$ cat config.mk
export PLATFORM = sky130hd
export DESIGN_NAME = bpwm_gen
export DESIGN_NICKNAME = d
export VERILOG_FILES = /design/src/rtl/bpwm_pkg.sv /design/src/rtl/bpwm_timebase.sv /design/src/rtl/bpwm_term.sv /design/src/rtl/bpwm_steer.sv /design/src/rtl/bpwm_gen.sv
export SDC_FILE = /design/constraint.sdc
export NUM_CORES = 1
export LEC_CHECK = 0
export ABC_CLOCK_PERIOD_IN_PS = 7800
export BUFFER_PORTS_ARGS = -buffer_cell sky130_fd_sc_hd__buf_4
export CELL_PAD_IN_SITES_DETAIL_PLACEMENT = 1
export CELL_PAD_IN_SITES_GLOBAL_PLACEMENT = 1
export CORE_UTILIZATION = 45
export CTS_BUF_LIST = sky130_fd_sc_hd__clkbuf_16
export DETAILED_ROUTE_END_ITERATION = 8
export GPL_ROUTABILITY_DRIVEN = 0
export PLACE_DENSITY_LB_ADDON = 0.25
export SKIP_LAST_GASP = 1
export SLEW_MARGIN = 0
export SYNTH_ARGS = -nofsm -noshare
export SYNTH_HDL_FRONTEND = slang
export SYNTH_SLANG_ARGS = --single-unit
$ cat constraint.sdc
create_clock -name clk -period 7.8 [get_ports clk]
set_clock_uncertainty 0.15 [all_clocks]
set_input_delay 0.78 -clock clk [delete_from_list [all_inputs] [get_ports clk]]
set_output_delay 0.78 -clock clk [all_outputs]
set_load 0.005 [all_outputs]
$ cat src/rtl/bpwm_pkg.sv
`timescale 1ns/1ps
package bpwm_pkg;

   typedef enum logic {
      PH_A = 1'b0,
      PH_B = 1'b1
   } phase_e;

   localparam int NUM_OUT = 2;

   // channel enable: in-phase drives all, alternating picks by parity
   function automatic logic chan_en(input int idx, input logic alt, input phase_e ph);
      if (!alt) return 1'b1;
      return ((idx % 2) == 0) ? (ph == PH_A) : (ph == PH_B);
   endfunction

endpackage

$ cat src/rtl/bpwm_timebase.sv
`timescale 1ns/1ps
module bpwm_timebase #(
   parameter int CNT_W = 8
) (
   input  logic                clk,
   input  logic                rst_n,
   input  logic [CNT_W-1:0]    per_i,
   input  logic [CNT_W-1:0]    dead_i,
   input  logic [CNT_W-1:0]    blank_i,
   output logic [CNT_W-1:0]    cnt_o,
   output logic [CNT_W-1:0]    dead_o,
   output logic [CNT_W-1:0]    blank_o,
   output logic [CNT_W-1:0]    pos_o,
   output logic                on_win_o,
   output logic                last_o,
   output bpwm_pkg::phase_e    phase_o
);
   import bpwm_pkg::*;

   localparam logic [CNT_W-1:0] ONE = CNT_W'(1);
   localparam logic [CNT_W-1:0] TWO = CNT_W'(2);

   if (CNT_W < 2) begin : g_bad_width
      $error("bpwm_timebase: CNT_W must be at least 2");
   end

   logic [CNT_W-1:0] per_eff, dead_eff, on_len, blank_eff;
   logic [CNT_W-1:0] per_q, dead_q, blank_q, cnt_q;
   phase_e           phase_q;

   // clamp the incoming configuration into a legal set
   always_comb begin
      per_eff = (per_i < TWO) ? TWO : per_i;
      if (dead_i == '0)          dead_eff = ONE;
      else if (dead_i >= per_eff) dead_eff = per_eff - ONE;
      else                        dead_eff = dead_i;
      on_len    = per_eff - dead_eff;
      blank_eff = (blank_i >= on_len) ? (on_len - ONE) : blank_i;
   end

   assign last_o   = (cnt_q == (per_q - ONE));
   assign on_win_o = (cnt_q >= dead_q);
   assign pos_o    = cnt_q - dead_q;
   assign cnt_o    = cnt_q;
   assign dead_o   = dead_q;
   assign blank_o  = blank_q;
   assign phase_o  = phase_q;

   always_ff @(posedge clk) begin
      if (!rst_n) begin
         cnt_q   <= '0;
         per_q   <= per_eff;
         dead_q  <= dead_eff;
         blank_q <= blank_eff;
         phase_q <= PH_A;
      end else if (last_o) begin
         cnt_q   <= '0;
         per_q   <= per_eff;
         dead_q  <= dead_eff;
         blank_q <= blank_eff;
         phase_q <= (phase_q == PH_A) ? PH_B : PH_A;
      end else begin
         cnt_q   <= cnt_q + ONE;
      end
   end

endmodule

$ cat src/rtl/bpwm_term.sv
`timescale 1ns/1ps
module bpwm_term #(
   parameter int CNT_W = 8
) (
   input  logic             clk,
   input  logic             rst_n,
   input  logic             on_win_i,
   input  logic             last_i,
   input  logic [CNT_W-1:0] pos_i,
   input  logic [CNT_W-1:0] blank_i,
   input  logic [CNT_W-1:0] duty_i,
   input  logic             ilim_i,
   input  logic             ocur_i,
   output logic             drive_o
);
   logic alive_q;
   logic blanked, duty_hit, end_now;

   always_comb begin
      blanked  = (pos_i < blank_i);
      duty_hit = (pos_i >= duty_i);
      end_now  = ocur_i | (duty_i == '0) | (!blanked & (duty_hit | ilim_i));
      drive_o  = on_win_i & alive_q & !end_now;
   end

   // one pulse per period: armed at the boundary, disarmed on first end
   always_ff @(posedge clk) begin
      if (!rst_n)                   alive_q <= 1'b1;
      else if (last_i)              alive_q <= 1'b1;
      else if (on_win_i && end_now) alive_q <= 1'b0;
   end

endmodule

$ cat src/rtl/bpwm_steer.sv
`timescale 1ns/1ps
module bpwm_steer #(
   parameter int NUM_OUT = 2
) (
   input  logic                clk,
   input  logic                rst_n,
   input  logic                drive_i,
   input  logic                alt_i,
   input  bpwm_pkg::phase_e    phase_i,
   output logic [NUM_OUT-1:0]  out_o
);
   import bpwm_pkg::*;

   if (NUM_OUT < 1) begin : g_bad_count
      $error("bpwm_steer: NUM_OUT must be at least 1");
   end

   for (genvar i = 0; i < NUM_OUT; i++) begin : g_chan
      logic ch_q;
      always_ff @(posedge clk) begin
         if (!rst_n) ch_q <= 1'b0;
         else        ch_q <= drive_i & chan_en(i, alt_i, phase_i);
      end
      assign out_o[i] = ch_q;
   end

endmodule

$ cat src/rtl/bpwm_gen.sv
`timescale 1ns/1ps
module bpwm_gen #(
   parameter int CNT_W = 8
) (
   input  logic             clk,
   input  logic             rst_n,
   input  logic [CNT_W-1:0] period_i,
   input  logic [CNT_W-1:0] dead_i,
   input  logic [CNT_W-1:0] blank_i,
   input  logic [CNT_W-1:0] duty_i,
   input  logic             ilim_i,
   input  logic             ocur_i,
   input  logic             alt_mode_i,
   output logic             out_a_o,
   output logic             out_b_o
);
   import bpwm_pkg::*;

   localparam int NOUT = bpwm_pkg::NUM_OUT;

   logic [CNT_W-1:0] cnt_w, dead_w, blank_w, pos_w;
   logic             on_win_w, last_w, drive_w;
   phase_e           phase_w;
   logic [NOUT-1:0]  outs_w;

   bpwm_timebase #(.CNT_W(CNT_W)) u_tb (
      .clk      (clk),
      .rst_n    (rst_n),
      .per_i    (period_i),
      .dead_i   (dead_i),
      .blank_i  (blank_i),
      .cnt_o    (cnt_w),
      .dead_o   (dead_w),
      .blank_o  (blank_w),
      .pos_o    (pos_w),
      .on_win_o (on_win_w),
      .last_o   (last_w),
      .phase_o  (phase_w)
   );

   bpwm_term #(.CNT_W(CNT_W)) u_term (
      .clk      (clk),
      .rst_n    (rst_n),
      .on_win_i (on_win_w),
      .last_i   (last_w),
      .pos_i    (pos_w),
      .blank_i  (blank_w),
      .duty_i   (duty_i),
      .ilim_i   (ilim_i),
      .ocur_i   (ocur_i),
      .drive_o  (drive_w)
   );

   bpwm_steer #(.NUM_OUT(NOUT)) u_steer (
      .clk      (clk),
      .rst_n    (rst_n),
      .drive_i  (drive_w),
      .alt_i    (alt_mode_i),
      .phase_i  (phase_w),
      .out_o    (outs_w)
   );

   assign out_a_o = outs_w[0];
   assign out_b_o = outs_w[1];

endmodule

Yosys cells after proc, flatten, opt, wreduce, memory -nomap -nowiden
Cells that the tools add are included.
{"block": "totals", "register_bits": 36, "word_cells": 56, "out_inout_bits": 2, "in_bits": 37}
{"block": "op_classes", "reduce_logical": 6, "add_sub_neg": 6, "n_bitwise": 10, "muxes": 18, "n_eq_ne": 2, "order_cmp": 6}
{"op": "$mux W8", "count": 10}
{"op": "$ge A8 B8 Y1", "count": 4}
{"op": "$sub A8 B1 Y8 const B", "count": 3}
{"op": "$logic_not A8 Y1", "count": 2}
{"op": "$sub A8 B8 Y8", "count": 2}
{"op": "$add A8 B1 Y8 const B", "count": 1}
{"op": "$eq A8 B8 Y1", "count": 1}
{"op": "$lt A8 B2 Y1 const B", "count": 1}
{"op": "$lt A8 B8 Y1", "count": 1}
{"op": "$mux W1", "count": 8}
{"op": "$and A1 B1 Y1", "count": 5}
{"op": "$or A1 B1 Y1", "count": 3}
{"op": "$logic_not A1 Y1", "count": 2}
{"op": "$ne A2 B1 Y1 const B", "count": 1}
{"op": "$not A1 Y1", "count": 2}
{"op": "$reduce_or A2 Y1", "count": 1}
{"op": "$logic_and A1 B1 Y1", "count": 1}

Depth between registers and ports, before layout
Gate-level depths: netlist of the first run.
{"block": "logic_depth", "depth_word": 10, "ltp_mapped": 26, "ltp_nobuf": 23}

Modules after synthesis
From an unflattened synthesis of the first run, not the netlist that was laid out.
{"block": "unflattened", "cells_unflattened": 376, "hier_area_um2": 3304.4}
{"mod": "bpwm_timebase", "cells_each": 313, "instances": 1, "seq_area_each_um2": 900.9, "area_per_inst_um2": 2788.9}
{"mod": "bpwm_term", "cells_each": 55, "instances": 1, "seq_area_each_um2": 20.0, "area_per_inst_um2": 439.2}
{"mod": "bpwm_steer", "cells_each": 8, "instances": 1, "seq_area_each_um2": 40.0, "area_per_inst_um2": 76.3}

Least setup slack after synthesis of the first run
Ideal clock, no wire load.
{"block": "synth_timing", "path_kind": "input port to flip-flop", "from": "in period_i[3]", "to": "reg u_tb.blank_q[5], in the netlist u_tb.blank_o[5] (data pin)", "stages": 24, "setup_ps": 262, "path_buffers": 2, "slack_ps": 1996, "t_required_ps": 7388, "t_arrival_ps": 5392, "path_cell_list": "nor2_1 -> nand4_1 -> o21ai_0 -> inv_1 -> ha_1 -> nor3b_1 -> o21ai_0 -> a21o_1 -> buf_2 -> buf_1 -> mux2i_1 -> nand2_1 -> ha_1 -> fa_1 -> nand2b_1 -> a21o_1 -> a21boi_0 -> inv_1 -> ha_1 -> nand3_1 -> o2111ai_1 -> maj3_2 -> a21oi_4 -> mux2_1"}
{"block": "synth_between", "elab_chain_len": 10, "word_cells_on_any_way": 12, "cone_classes": "3 x add/sub; 3 x order compare; 6 x mux"}
{"item": "start, declared", "line": "bpwm_gen.sv:7", "text": "input logic [CNT_W-1:0] period_i,"}
{"item": "$lt A8 B2 Y1 (*)", "line": "bpwm_timebase.sv:33", "text": "per_eff = (per_i < TWO) ? TWO : per_i;"}
{"item": "$mux W8 (*)", "line": "bpwm_timebase.sv:33"}
{"item": "via u_tb.per_eff[0]", "line": "bpwm_timebase.sv:27", "text": "logic [CNT_W-1:0] per_eff, dead_eff, on_len, blank_eff;"}
{"item": "$sub A8 B1 Y8 / $ge A8 B8 Y1 (equally long branches)", "line": "bpwm_timebase.sv:35", "text": "else if (dead_i >= per_eff) dead_eff = per_eff - ONE;"}
{"item": "$mux W8 (*)", "line": "bpwm_timebase.sv:35"}
{"item": "$mux W8 (*)", "line": "bpwm_timebase.sv:34", "text": "if (dead_i == '0) dead_eff = ONE;"}
{"item": "via u_tb.dead_eff[0]", "line": "bpwm_timebase.sv:27"}
{"item": "$sub A8 B8 Y8 (*)", "line": "bpwm_timebase.sv:37", "text": "on_len = per_eff - dead_eff;"}
{"item": "$sub A8 B1 Y8 / $ge A8 B8 Y1 (equally long branches)", "line": "bpwm_timebase.sv:38", "text": "blank_eff = (blank_i >= on_len) ? (on_len - ONE) : blank_i;"}
{"item": "$mux W8 (*)", "line": "bpwm_timebase.sv:38"}
{"item": "via u_tb.blank_eff[5]", "line": "bpwm_timebase.sv:27"}
{"item": "$mux W8", "line": "bpwm_timebase.sv:56", "text": "end else if (last_o) begin"}
{"item": "$mux W8 (*)", "line": "bpwm_timebase.sv:50", "text": "if (!rst_n) begin"}
{"item": "end signal, assigned", "line": "bpwm_timebase.sv:54", "text": "blank_q <= blank_eff;"}
{"item": "end signal, assigned", "line": "bpwm_timebase.sv:60", "text": "blank_q <= blank_eff;"}
{"item": "end, declared", "line": "bpwm_timebase.sv:28", "text": "logic [CNT_W-1:0] per_q, dead_q, blank_q, cnt_q;"}
Mark *: on every way through the listed nets, which the timed path passes. The rest lies on a longest branch. The select of a mux whose other input is x is not followed.
A chain may end at the register's enable or synchronous reset.

Worst setup path after layout of the first run
Same ends and word-level chain as after synthesis.

==> impl_metrics.py, run 1 <==
metrics = {
    "finish": {
        "drive_gt1_frac": 0.149,
        "fillCellCount": 829,
        "fin_nets": 491,
        "final_area_um2": 3850,
        "diodes": 0,
        "multiInputGateArea_um2": 2130,
        "area_growth_pct": 15.9,
        "seqCellArea_um2": 961,
        "layoutNonFillerInstCount": 500,
    },
    "placement": {
        "dpl.cell_count": 492,
        "placed_area_um2": 3690,
        "pre_cts_ws_ns": 1.04,
        "hpwl_um": 6720,
        "io_buffers": 38,
    },
    "flow_run": {
        "maxCapViolCount": 0,
    },
    "routing": {
        "detail-route-antenna-nets": 0,
        "routedWlPerCell_um": 17.2,
        "highest_layer": "met4",
        "via_per_inst": 5.57,
        "dr_wl_met3_um": 193,
        "drc": 0,
        "drt_pre_antenna_iters": 4,
        "routed_wl_um": 8580,
        "vias": 2786,
        "dr_wl_met2_um": 4280,
        "first_iter_violations": 45,
        "met1_length_um": 3930,
    },
    "floorplan": {
        "die_width_um": 87.9,
        "boundaryPins": 39,
        "die_area_um2": 7730,
        "coreArea_um2": 6940,
        "die_y_um": 87.9,
        "start_util": 0.479,
        "rows": 30,
    },
    "timing": {
        "maxSlewHeadroom": 0.596,
        "timing.fmax_mhz": 152,
        "fin_hold_ws_ns": 0.315,
        "worst_pin_slew_ns": 0.601,
        "finalSetupViolCount": 0,
        "finalWorstSetupSlack_ns": 1.21,
        "rsz0062_at_grt": "false",
        "drv_slew": 0,
        "hold_viol_final": 0,
        "post-route-period-util": 0.845,
        "min_period_ns": 6.59,
        "fin_tns_setup_ns": 0,
    },
    "logic_synthesis": {
        "syn_area_um2": 3320,
        "avgSynthCellArea_um2": 9.06,
        "async_flop_share": 0,
        "synth_top_family_by_area": "adder cells",
        "ys_warn_count": 0,
        "synth_edf_count": 24,
        "syn-instance-count": 367,
        "synth-main-ff-cell": "edfxtp_1",
        "synth_xor_area_frac": 0.0843,
        "ys_seq_area_frac": 0.289,
        "synth-simple-area-share": 0.154,
        "synth-seq-cells": 36,
        "synth_top_cell_area_share": 0.217,
        "synthesis.nets": 455,
        "synth.distinct_cells": 53,
        "synth_fa_ha_area_frac": 0.200,
        "synth.largest_area_cell": "edfxtp_1",
        "synthMuxAreaShare": 0.00941,
        "ys_top_cells_by_count": "inv_1, ha_1, edfxtp_1",
        "synth_compound_area_frac": 0.193,
        "yosysMostFrequentCell": "inv_1",
        "ys_top_cells_by_area": "edfxtp_1, ha_1, dfxtp_1, inv_1, xnor2_1",
    },
    "grt": {
        "gr-total-overflow": 0,
        "grt_antenna_before_repair": 0,
        "grt_pass1_wl_um": 14400,
        "grt_max_degree": 31,
        "grt_pass1_vias": 2917,
        "grt_usage": 0.245,
    },
    "clocking": {
        "post_cts_buffers": 0,
        "ctsResizeCount": 0,
        "cts_tree": "done",
        "clock_sinks": 36,
        "cts_max_path_buffers": 2,
        "cts_hold_buf": 0,
        "ctsRootBufferMaster": "clkbuf_16",
        "htree_levels": 2,
        "cts_buffers": 5,
        "insertion_delay_ns": 0.28,
        "path_clk_slew_ns": 0.06,
    },
    "status": {
        "outcome": "completed",
    },
    "critical_path": {
        "path_max_fanout": 18,
        "cpPeakStageDelay_ns": 0.55,
        "r2r-start": "u_tb.cnt_o[0]",
        "critical_path_arrival_ns": 6.47,
        "critical-path-top-delay-family": "compound AO/OA/AOI/OAI gates",
        "path_cells": "buf_4 -> nor2_1 -> nand4_1 -> o21ai_0 -> inv_1 -> ha_1 -> nor3b_1 -> o21ai_0 -> a21o_1 -> mux2i_1 -> nand2_1 -> ha_1 -> fa_1 -> nand2b_1 -> a21o_1 -> a21boi_0 -> inv_1 -> ha_1 -> nand3_1 -> o2111ai_1 -> maj3_2 -> a21oi_4 -> mux2_1",
        "end_kind": "flip-flop",
        "start_kind": "input port",
        "worst_path_max_delay_cell": "a21o_1",
        "worst-setup-path-type": "in -> reg",
        "crit_path_frequent_cell": "ha_1",
        "cp-startpoint": "period_i[3]",
        "required_ns": 7.68,
        "path_buf_inv": 3,
    },
    "power": {
        "vdd_drop_max_uv": 77.1,
        "pwr_density_cell_nw_per_um2": 198,
        "leakage_nw": 1.83,
    },
    "min_path": {
        "min_path_type": "reg -> reg",
        "hp-start": "u_tb.phase_o",
    },
}
[stage by stage]
| step | utilization | total power [mW] |
|---|---|---|
| floorplan | - | 0.464 |
| global placement | 0.531 | 0.524 |
| detailed placement | 0.531 | 0.542 |
| CTS | 0.555 | 0.768 |
| global route | 0.555 | 0.812 |
| finish | 0.555 | 0.761 |
[cell usage in the layout (no fill, tap or decap), drive strengths merged, types with 8 or more instances in the layout]
cell type   n
xor2       16
dfxtp      12
ha         49
buf        39
o21ai      18
a21oi      13
xnor2      16
nand2b      9
inv        51
nand3      12
edfxtp     24
a21o       11
nand2      21
nor2       22
a211oi      8
[kinds of logic (layout without fill, tap and decap cells)]
| group | Yosys count | in the layout |
|---|---|---|
| AOI/OAI and AO/OA | 84 | 84 |
| xor gates and xnor gates | 32 | 32 |
| adders and majority gates | 52 | 52 |
| buffers and inverters | 60 | 97 |
| DFF | 36 | 36 |
| muxes | 3 | 3 |
| and+or+nand+nor | 100 | 100 |
[state kept, by name, indices dropped and copies added (netlist names)]
name,count
u_tb.dead_o,8
u_tb.blank_o,8
u_steer.g_chan.ch_q,2
u_tb.cnt_o,8
u_term.alive_q,1
u_tb.per_q,8
u_tb.phase_o,1
[area by class of cell]
type | count | share of cell area
clock buffers | 6 | 0.0390
clock inverters | 2 | 0.00292
inverters | 50 | 0.0487
multi-input cells | 271 | 0.553
flip-flops and latches | 36 | 0.250
well taps | 96 | 0.0312
repair buffers | 39 | 0.0760
[routing by layer]
metal | track usage | up-vias
met3 | 0.0207 | 11
met5 | 0 | -
met2 | 0.423 | 46
li1 | - | 1382
met1 | 0.321 | 1347
met4 | 0.0879 | 0
[worst register-to-register path, stage by stage (launching register included)]
cell and delay, ns:
dfxtp_1 0.39, inv_1 0.10, ha_1 0.14, inv_1 0.07, fa_1 0.41, a21o_1 0.18, a21oi_1 0.23, xnor2_1 0.22
ha_1 0.31, a21o_1 0.16, a211oi_1 0.21, o21ai_0 0.13, a211oi_1 0.20, o21ai_0 0.18, a2111oi_0 0.36
[worst paths after layout]
check | end | slack, ns | cells after the start
setup / recovery | u_tb.blank_o[5] | 1.21 | 23
hold / removal | u_steer.g_chan[0].ch_q | 0.32 | 1
setup reg to reg | u_steer.g_chan[1].ch_q | 4.26 | 14
hold reg to reg | u_steer.g_chan[0].ch_q | 0.32 | 1
[where the power goes]
part           total, mW  switching, mW  leakage, nW  internal, mW
combinational      0.301          0.171         1.42         0.130
sequential         0.240         0.0106        0.332         0.230
clock              0.219         0.0819       0.0823         0.137
Power figures use the tool's default switching activity.
==> run 2, diff against run 1 <==
--- a/config.mk
+++ b/config.mk
@@ -5,11 +5,11 @@
 export SDC_FILE = /design/constraint.sdc
 export NUM_CORES = 1
 export LEC_CHECK = 0
-export ABC_CLOCK_PERIOD_IN_PS = 7800
+export ABC_CLOCK_PERIOD_IN_PS = 5550
 export BUFFER_PORTS_ARGS = -buffer_cell sky130_fd_sc_hd__buf_4
 export CELL_PAD_IN_SITES_DETAIL_PLACEMENT = 1
 export CELL_PAD_IN_SITES_GLOBAL_PLACEMENT = 1
-export CORE_UTILIZATION = 45
+export CORE_UTILIZATION = 41
 export CTS_BUF_LIST = sky130_fd_sc_hd__clkbuf_16
 export DETAILED_ROUTE_END_ITERATION = 8
 export GPL_ROUTABILITY_DRIVEN = 0
==> constraint.sdc (replaced) <==
create_clock -name clk -period 5.55 [get_ports clk]
set_clock_uncertainty 0.15 [all_clocks]
set_input_delay 0.555 -clock clk [delete_from_list [all_inputs] [get_ports clk]]
set_output_delay 0.555 -clock clk [all_outputs]
set_load 0.005 [all_outputs]
==> impl_metrics.py, run 2 (synthesized netlist as in run 1, its figures left out) <==
metrics = {
    "finish": {
        "final_area_um2": 3890,
        "area_growth_pct": 17.1,
        "drive_gt1_frac": 0.163,
        "fillCellCount": 946,
        "diodes": 0,
        "final_cell_mix": "inv_1, ha_1, buf_4",
        "layout.cells.most_common": "inv_1",
        "fin_nets": 498,
    },
    "critical_path": {
        "r2r-start": "u_tb.cnt_o[0]",
        "rr_endpoint": "u_steer.g_chan[1].ch_q",
        "worst-setup-path-type": "in -> reg",
        "end_kind": "flip-flop",
        "endpoint": "u_tb.blank_o[7]",
        "rr_worst_depth": 15,
        "cp-startpoint": "period_i[3]",
        "r2r_slack_ns": 1.89,
        "required_ns": 5.44,
        "start_kind": "input port",
        "critical_path_arrival_ns": 5.15,
        "path_max_fanout": 12,
    },
    "grt": {
        "grt_max_degree": 31,
        "grt_pass1_vias": 2877,
        "gr-total-overflow": 0,
        "grt_antenna_before_repair": 0,
        "grt_usage": 0.202,
        "grt_pass1_wl_um": 13400,
    },
    "power": {
        "seqPwrFrac": 0.325,
        "p_int_mw": 0.681,
        "pwr_density_cell_nw_per_um2": 267,
        "comb_power_share": 0.414,
        "leakage_nw": 1.86,
        "p_switching_mw": 0.356,
        "p_clk_frac": 0.261,
        "power_mw": 1.04,
        "vdd_drop_max_uv": 137,
        "switching_share": 0.343,
    },
    "routing": {
        "dr_wl_met2_um": 4150,
        "vias": 2781,
        "drc": 0,
        "detail-route-antenna-nets": 0,
        "via_per_inst": 5.42,
        "routed_wl_um": 8110,
        "routedWlPerCell_um": 15.8,
        "dr_wl_met3_um": 255,
        "drt_pre_antenna_iters": 4,
        "first_iter_violations": 41,
        "highest_layer": "met4",
        "met1_length_um": 3580,
    },
    "placement": {
        "pre_cts_ws_ns": -0.0817,
        "placed_area_um2": 3750,
        "io_buffers": 38,
        "hpwl_um": 6720,
    },
    "min_path": {
        "min_path_type": "reg -> reg",
    },
    "timing": {
        "maxSlewHeadroom": 0.213,
        "drv_slew": 0,
        "post-route-period-util": 0.948,
        "fin_tns_setup_ns": 0,
        "hold_viol_final": 0,
        "timing.fmax_mhz": 190,
        "fin_hold_ws_ns": 0.325,
        "finalWorstSetupSlack_ns": 0.289,
        "finalSetupViolCount": 0,
        "worst_pin_slew_ns": 1.18,
        "min_period_ns": 5.26,
        "rsz0062_at_grt": "false",
    },
    "clocking": {
        "path_clk_slew_ns": 0.06,
        "insertion_delay_ns": 0.28,
        "htree_levels": 2,
        "cts_buffers": 5,
        "cts_hold_buf": 0,
        "cts_max_path_buffers": 2,
        "post_cts_buffers": 0,
        "ctsRootBufferMaster": "clkbuf_16",
        "clock_sinks": 36,
        "cts_tree": "done",
    },
    "floorplan": {
        "die_width_um": 92.0,
        "coreArea_um2": 7770,
        "start_util": 0.428,
        "rows": 32,
        "die_y_um": 92.0,
        "boundaryPins": 39,
        "die_area_um2": 8470,
    },
    "status": {
        "outcome": "completed",
    },
    "flow_run": {
        "maxCapViolCount": 0,
    },
}
==> run 2: per-layer routing <==
layer	GRT usage	vias up
li1	-	1400
met1	0.242	1326
met2	0.369	44
met3	0.0282	11
met4	0.0651	0
met5	0	-
==> run 2: power by group through the flow <==
| stage | combinational [mW] | clock (mW) | sequential (mW) |
|---|---|---|---|
| 5_1_grt | 0.484 | 0.286 | 0.341 |
| 4_1_cts | 0.435 | 0.275 | 0.338 |
| 6_report | 0.430 | 0.271 | 0.337 |
| 3_5_place_dp | 0.432 | 0 | 0.343 |
| 2_1_floorplan | 0.315 | 0 | 0.337 |
| 3_3_place_gp | 0.412 | 0 | 0.341 |
==> run 2: what timing repair did <==
action | CTS | global route
endpoints found under the setup margin | 0 | 8
resized for setup | 0 | 2
hold endpoints to repair | 0 | 0
==> run 2: worst min path at each step <==
| stage | from | endpoint | slack [ns] | cells past startpoint |
|---|---|---|---|---|
| after global routing | period_i[6] | u_tb.per_q[6] | 0.34 | 1 |
| after floorplan | u_tb.phase_o | u_steer.g_chan[0].ch_q | 0.27 | 1 |
| after detailed placement | u_tb.phase_o | u_steer.g_chan[0].ch_q | 0.32 | 1 |
| after global placement | u_tb.phase_o | u_steer.g_chan[0].ch_q | 0.30 | 1 |
| final | u_tb.phase_o | u_steer.g_chan[0].ch_q | 0.32 | 1 |
| after CTS | u_tb.phase_o | u_steer.g_chan[0].ch_q | 0.33 | 1 |
==> run 2: cell type report <==
class                           count  area, um2  area share
Sequential cell                    36        961       0.247
Clock buffer                        5        125      0.0322
Timing Repair Buffer               46        345      0.0887
Multi-Input combinational cell    271       2130       0.548
Inverter                           50        188      0.0482
Tap cell                          102        128      0.0328
Clock inverter                      3       13.8     0.00354
==> run 2: critical path, stage by stage <==
cell	delay, ns
buf_4	0.14
nor2_2	0.16
nand4_1	0.14
o21ai_1	0.18
inv_1	0.09
ha_1	0.27
nor3b_1	0.19
o21ai_0	0.14
a21o_1	0.25
buf_4	0.21
nand2_1	0.09
o211ai_1	0.12
ha_1	0.38
o21a_1	0.14
o31a_1	0.13
o31a_1	0.27
a21o_1	0.21
ha_1	0.34
nand3_1	0.09
o2111ai_1	0.24
maj3_2	0.26
a21oi_4	0.07
buf_4	0.19
o31a_1	0.30
==> run 2: through the flow <==
step | instances | utilization
finish | 513 | 0.501
global placement | 505 | 0.483
CTS | 513 | 0.501
detailed placement | 505 | 0.483
global route | 513 | 0.501
floorplan | 367 | -
